**src/rtl/dac_byte_loader_pkg.sv**
```systemverilog
package dac_byte_loader_pkg;
  localparam int BUS_W  = 8;
  localparam int HI_W   = 4;
  localparam int CODE_W = BUS_W + HI_W;
  localparam int NCH    = 2;
  localparam int ADDR_W = $clog2(NCH) + 1;
  typedef logic [CODE_W-1:0] code_t;
endpackage

```
**src/rtl/dac_byte_loader_decode.sv**
```systemverilog
module dac_byte_loader_decode
  import dac_byte_loader_pkg::*;
(
  input  logic              cs_n,
  input  logic              wr_n,
  input  logic [ADDR_W-1:0] addr,
  output logic [NCH-1:0]    lo_we,
  output logic [NCH-1:0]    hi_we
);
  logic strobe;
  assign strobe = !cs_n && !wr_n;

  for (genvar ch = 0; ch < NCH; ch++) begin : g_dec
    logic hit;
    assign hit       = strobe && (addr[ADDR_W-1:1] == (ADDR_W-1)'(ch));
    assign lo_we[ch] = hit && !addr[0];
    assign hi_we[ch] = hit &&  addr[0];
  end
endmodule

```
**src/rtl/dac_byte_loader_sync.sv**
```systemverilog
module dac_byte_loader_sync #(
  parameter int STAGES = 2
) (
  input  logic clk,
  input  logic rst_n,
  input  logic async_in,
  output logic sync_out
);
  logic [STAGES-1:0] chain;

  always_ff @(posedge clk) begin
    if (!rst_n) chain <= '1;
    else        chain <= {chain[STAGES-2:0], async_in};
  end

  assign sync_out = chain[STAGES-1];
endmodule

```
**src/rtl/dac_byte_loader_chan.sv**
```systemverilog
module dac_byte_loader_chan
  import dac_byte_loader_pkg::*;
(
  input  logic             clk,
  input  logic             rst_n,
  input  logic             lo_we,
  input  logic             hi_we,
  input  logic [BUS_W-1:0] data,
  input  logic             load,
  output code_t            stage_q,
  output code_t            out_q
);
  always_ff @(posedge clk) begin
    if (!rst_n) begin
      stage_q <= '0;
    end else begin
      if (lo_we) stage_q[BUS_W-1:0]      <= data;
      if (hi_we) stage_q[CODE_W-1:BUS_W] <= data[HI_W-1:0];
    end
  end

  always_ff @(posedge clk) begin
    if (!rst_n)    out_q <= '0;
    else if (load) out_q <= stage_q;
  end
endmodule

```
**src/rtl/dac_byte_loader.sv**
```systemverilog
module dac_byte_loader
  import dac_byte_loader_pkg::*;
(
  input  logic              clk,
  input  logic              rst_n,
  input  logic              cs_n,
  input  logic              wr_n,
  input  logic [ADDR_W-1:0] addr,
  input  logic [BUS_W-1:0]  data,
  input  logic              ld_n,
  output logic [CODE_W-1:0] code_a,
  output logic [CODE_W-1:0] code_b
);
  logic [NCH-1:0] lo_we;
  logic [NCH-1:0] hi_we;
  logic           ld_sync_n;
  code_t          stage_q [NCH];
  code_t          out_q   [NCH];

  dac_byte_loader_decode u_dec (
    .cs_n (cs_n),
    .wr_n (wr_n),
    .addr (addr),
    .lo_we(lo_we),
    .hi_we(hi_we)
  );

  dac_byte_loader_sync #(.STAGES(2)) u_sync (
    .clk     (clk),
    .rst_n   (rst_n),
    .async_in(ld_n),
    .sync_out(ld_sync_n)
  );

  for (genvar ch = 0; ch < NCH; ch++) begin : g_ch
    dac_byte_loader_chan u_chan (
      .clk    (clk),
      .rst_n  (rst_n),
      .lo_we  (lo_we[ch]),
      .hi_we  (hi_we[ch]),
      .data   (data),
      .load   (!ld_sync_n),
      .stage_q(stage_q[ch]),
      .out_q  (out_q[ch])
    );
  end

  assign code_a = out_q[0];
  assign code_b = out_q[1];
endmodule

```
**config.mk**
```make
export PLATFORM = sky130hd
export DESIGN_NAME = dac_byte_loader
export DESIGN_NICKNAME = d
export VERILOG_FILES = /design/src/rtl/dac_byte_loader_pkg.sv /design/src/rtl/dac_byte_loader_decode.sv /design/src/rtl/dac_byte_loader_sync.sv /design/src/rtl/dac_byte_loader_chan.sv /design/src/rtl/dac_byte_loader.sv
export SDC_FILE = /design/constraint.sdc
export NUM_CORES = 1
export LEC_CHECK = 0
export BUFFER_PORTS_ARGS = -buffer_cell sky130_fd_sc_hd__clkbuf_2
export CORE_ASPECT_RATIO = 0.9
export CORE_MARGIN = 2
export CORE_UTILIZATION = 30
export CTS_CLUSTER_SIZE = 20
export DETAILED_ROUTE_END_ITERATION = 8
export SLEW_MARGIN = 25
export SYNTH_ARGS = -nofsm -noshare
export SYNTH_HDL_FRONTEND = slang
export SYNTH_SLANG_ARGS = --single-unit
export TNS_END_PERCENT = 100
```
**constraint.sdc**
```tcl
create_clock -name clk -period 1.5 [get_ports clk]
set_input_delay 0.225 -clock clk [delete_from_list [all_inputs] [get_ports clk]]
set_output_delay 0.225 -clock clk [all_outputs]
set_load 0.03 [all_outputs]
```
==> qor.yml, run 1 <==
slew_headroom: 0.836
grt_usage: 0.111
final_antenna_net_count: 0
gp_congestion: 0.673
slew_violations: 0
post_cts_buffers: 0
hold_viol: 0
finalCriticalPeriod_ps: 1090
grt_overflow: 0
clock_skew_ps: 9.86
rr_worst_depth: 3
critical_path_arrival_ps: 870
grt_pass1_vias: 1216
grt_pass1_wl_um: 5830
slowest_stage: "dfxtp_1"
cts_buffers: 5
status: "finished, final reports clean"
r2r-end: "g_ch[1].u_chan.out_q[6]"
ys_types: 13
final_nets: 227
rows: 27
synthMuxAreaShare: 0.256
worstPathRequired_ps: 1270
dp_hpwl_um: 2460
tns_ps: 0
io_pins: 39
crit_path_start_kind: "flip-flop"
synth-simple-area-share: 0.182
drive_gt1_frac: 0.259
finalWirelength_um: 3470
area_growth_pct: 19.7
fin_crit_sh: 0.728
worstSetupEndpoint: "code_a[7]"
syn_nets: 186
cp.depth: 1
clk_latency_ps: 300
worstMarginPinSlew_ps: 246
critPathMaxStageDelay_ps: 350
synth_top_family_by_area: "multiplexers"
power_density_nw_per_um2: 997
cp_max_fo: 2
ys_warn_count: 0
utilization: 0.370
coreArea_um2: 6080
clk_pin_slew_worst_paths_ps: 80
die_y_um: 79.0
rr_startpoint: "u_sync.chain[1]"
avgSynthCellArea_um2: 11.0
via_count: 1253
root_buffer: "clkbuf_8"
path_class: "flip-flop to output pin"
cap_violations: 0
rsz0062_at_grt: "no"
critical_path_buf_inv_count: 1
endpoint_kind: "output pin"
io_buffers: 38
die_area_um2: 6910
fmax_mhz: 916
diodes: 0
start_util: 0.309
cts-resized-gates: 0
final_cell_mix: "dfxtp_1, mux2i_1, clkbuf_2, nand2_1, nor2b_1"
synth_cells: 171
netlist_area_um2: 1880
drt-initial-drc-count: 31
mostFrequentLayoutCell: "dfxtp_1"
synthAdderAreaFrac: 0
finalSetupViolations: 0
yosysTopAreaCell: "dfxtp_1"
hold_buffers: 0
startpoint: "g_ch[0].u_chan.out_q[7]"
ir_worst_vdd_v: 0.000477
cts_tree: "built"
leakagePower_uw: 0.00106
htree_levels: 2
crit_family: "flip-flops"
dr.pass1.iters: 4
synth-xor-area-share: 0
yosys-top-cells-area: "dfxtp_1, mux2i_1, nor2b_1"
synth_compound_area_frac: 0
via_per_inst: 4.41
clock-sinks: 50
antenna_found_initial: 0
yosys_register_bits: 50
grt_max_degree: 25
min_path_type: "primary input to flip-flop"
synth_top_area_share: 0.533
synth-seq-area-share: 0.533
r2r_setup_slack_ps: 550
drc: 0
wl_per_cell_um: 12.2
die_width_um: 87.4
cp_cell_sequence: "clkbuf_2"
clock_path_buffers: 2
[stage by stage]
step	worst slack [ps]	area [um2]	hold WS, ps	power [uW]	cells
finish	408	2250	108	2240	284
CTS	390	2250	98.2	2280	284
global placement	191	2170	392	1530	277
detailed placement	169	2170	393	1530	277
floorplan	366	1880	326	1480	171
global route	337	2250	88.6	2350	284
[synthesized netlist by cell type]
cell type,n
buf_6,1
buf_2,4
nand2_1,32
and4bb_2,1
buf_1,1
nor4_4,1
dfxtp_1,50
nor4b_2,1
nor2b_1,24
or4b_1,1
nand2b_1,2
mux2i_1,48
clkbuf_1,5
[worst min path at each step]
stage,slack (ps),depth (start not counted),to,start
floorplan,330,1,u_sync.chain[0],ld_n
global placement,390,1,u_sync.chain[1],u_sync.chain[0]
detailed placement,390,1,u_sync.chain[1],u_sync.chain[0]
CTS,100,2,u_sync.chain[0],ld_n
global route,90,2,u_sync.chain[0],ld_n
finish,110,2,u_sync.chain[0],ld_n
[power breakdown]
part / total, uW / internal (uW) / switching (uW)
logic: 145 / 66.3 / 79.0
registers: 1350 / 1350 / 9.34
clock network: 741 / 314 / 427
total: 2240 / 1730 / 515
[metal layers]
metal  up-vias  share of wire  GRT usage
met4         0         0.0092     0.0277
met2        28           0.46      0.176
met3         5          0.050     0.0541
met5         -              0          0
met1       574           0.48      0.135
li1        646              -          -
[flip-flops by register name, summed over array words and instances, names as in the netlist]
name and cells:
g_ch.u_chan.stage_q 24, u_sync.chain 2, g_ch.u_chan.out_q 24
[cell families after synthesis]
kind of cell | count (synthesis)
simple gates | 62
flops | 50
mux | 48
buf+inv | 11
[area by class of cell]
cell class	count	area [um2]
well taps	72	90.1
multi-input cells	110	822
clock buffers	5	68.8
clock inverters	2	10.0
flip-flops and latches	50	1000
fillers	641	3830
repair buffers	45	255
Power figures use the tool's default switching activity.
==> inputs of run 2 (changes only) <==
Clock period 1.5 ns to 1.1 ns, I/O delays scaled along.
==> run 2 against run 1 <==
Non-clock buffer count is 1 higher. Sequential power is 37% higher. Via count is 1.5% lower. Global-route usage is 0.094 points lower. Routed wire length is 0.35% higher. Final cell count is 0.70% higher. Die area stayed put.
==> qor.yml, run 2 (same netlist as run 1, synthesis figures left out) <==
grt_overflow: 0  # unchanged
post_cts_buffers: 0  # unchanged
crit_path_start_kind: "flip-flop"
start_util: 0.309  # unchanged
crit_family: "flip-flops"
nFillCells: 616  # -3.9%
drive_gt1_frac: 0.262  # +0.00225
critPathMaxStageDelay_ps: 360  # about the same
via_count: 1234  # -1.5%
slew_violations: 0  # unchanged
dp_hpwl_um: 2420  # -1.7%
clk_latency_ps: 300  # about the same
final_cell_mix: "dfxtp_1, mux2i_1, clkbuf_2, nand2_1, nor2b_1"
die_area_um2: 6910  # unchanged
status: "finished, final reports clean"
worstPathRequired_ps: 940  # -330 ps
die_y_um: 79.0  # unchanged
dr.pass1.iters: 2  # -2
ir_worst_vdd_v: 0.000761  # +59%
cts-resized-gates: 0  # unchanged
min_path_type: "primary input to flip-flop"
multi_input_area_um2: 822  # unchanged
grt_max_degree: 32  # +28%
critical_path_buf_inv_count: 1  # unchanged
cts_buffers: 5  # unchanged
die_width_um: 87.4  # unchanged
via_per_inst: 4.31  # -2.2%
endpoint_kind: "output pin"
diodes: 0  # unchanged
cp_max_fo: 2  # unchanged
fmax_mhz: 965
critical_path_arrival_ps: 870  # about the same
cts_tree: "built"
slew_headroom: 0.818  # -0.0180
io_buffers: 38  # unchanged
power_density_nw_per_um2: 1440  # +44%
area_growth_pct: 23.8
finalSetupViolations: 0  # unchanged
fin_cells: 286  # +0.70%
reg_top3: "g_ch.u_chan.out_q (24), g_ch.u_chan.stage_q (24), u_sync.chain (2)"
leakagePower_uw: 0.00108  # +2.3%
clock_skew_ps: 9.63  # -0.234 ps
dp.cells: 278  # +0.36%
grt_pass1_wl_um: 5890  # +0.94%
fin_crit_sh: 0.942
clock_path_buffers: 2  # unchanged
final_nets: 228  # +0.44%
drt-initial-drc-count: 53  # +71%
cap_violations: 0  # unchanged
grt_pass1_vias: 1223  # +0.58%
antenna_found_initial: 0  # unchanged
clock-sinks: 50  # unchanged
hold_buffers: 0  # unchanged
htree_levels: 2  # unchanged
path_class: "flip-flop to output pin"
regArea_um2: 1000  # unchanged
drc: 0  # unchanged
mostFrequentLayoutCell: "dfxtp_1"
root_buffer: "clkbuf_8"
grt_usage: 0.110  # -0.000942
slowest_stage: "dfxtp_1"
io_pins: 39  # unchanged
final_antenna_net_count: 0  # unchanged
wl_per_cell_um: 12.2  # -0.36%
gp_congestion: 0.678  # +0.77%
hold_viol: 0  # unchanged
rsz0062_at_grt: "no"
finalCriticalPeriod_ps: 1040
finalWirelength_um: 3480  # +0.35%
cp_cell_sequence: "clkbuf_2"
utilization: 0.382  # +0.0126
worstMarginPinSlew_ps: 271  # +24.9 ps
rows: 27  # unchanged
clk_pin_slew_worst_paths_ps: 90  # about the same
coreArea_um2: 6080  # unchanged
timing.hold.ws_ps: 50.4  # -57.6 ps
[run 2: changes by cell type in the layout (fill, tap and decap cells not counted)]
| cell | delta |
|---|---|
| buf_4 | -2 |
| buf_12 | +3 |
| clkinv_2 | -2 |
| clkinvlp_4 | +1 |
| clkbuf_1 | +1 |
| bufinv_16 | +1 |
[run 2: final timing paths]
| kind | start | endpoint | slack (ps) | cells after the start |
|---|---|---|---|---|
| setup / recovery | g_ch[1].u_chan.out_q[0] | code_b[0] | 60 | 1 |
| hold / removal | ld_n | u_sync.chain[0] | 50 | 2 |
| setup reg to reg | u_sync.chain[1] | g_ch[0].u_chan.out_q[3] | 140 | 3 |
| hold reg to reg | u_sync.chain[0] | u_sync.chain[1] | 410 | 1 |
[run 2: power breakdown]
| part | internal (uW) | switching (uW) | leakage (uW) |
|---|---|---|---|
| logic | 104 | 111 | 0.000629 |
| registers | 1830 | 12.6 | 0.000404 |
| clock network | 679 | 597 | 0.0000514 |
| total | 2620 | 721 | 0.00108 |
[run 2: cell type report]
cell class              instances  share of cell area
clock buffers                   6              0.0312
well taps                      72              0.0388
repair buffers                 46               0.129
clock inverters                 2              0.0162
multi-input cells             110               0.354
flip-flops and latches         50               0.431
[run 2: per-stage QoR]
step	setup slack, ps	TNS [ps]	cell area (um2)	total power, uW
4_1_cts	46.8	0	2320	3390
3_5_place_dp	-176	-1510	2210	2110
3_3_place_gp	-151	-1280	2210	2110
2_1_floorplan	22.8	0	1880	2010
5_1_grt	9.59	0	2320	3490
6_report	63.5	0	2320	3340
[run 2: metal layers]
metal,global-route usage,share of wire,up-vias,wire length [um]
met4,0.0369,0.0095,0,33
met2,0.176,0.45,22,1570
li1,-,-,650,-
met5,0,0,-,0
met1,0.140,0.50,557,1730
met3,0.0353,0.040,5,138
[run 2: worst register-to-register path, stage by stage, from the launching register on]
cell	delay, ps
dfxtp_1	360
buf_12	210
mux2i_1	230
nor2b_1	60
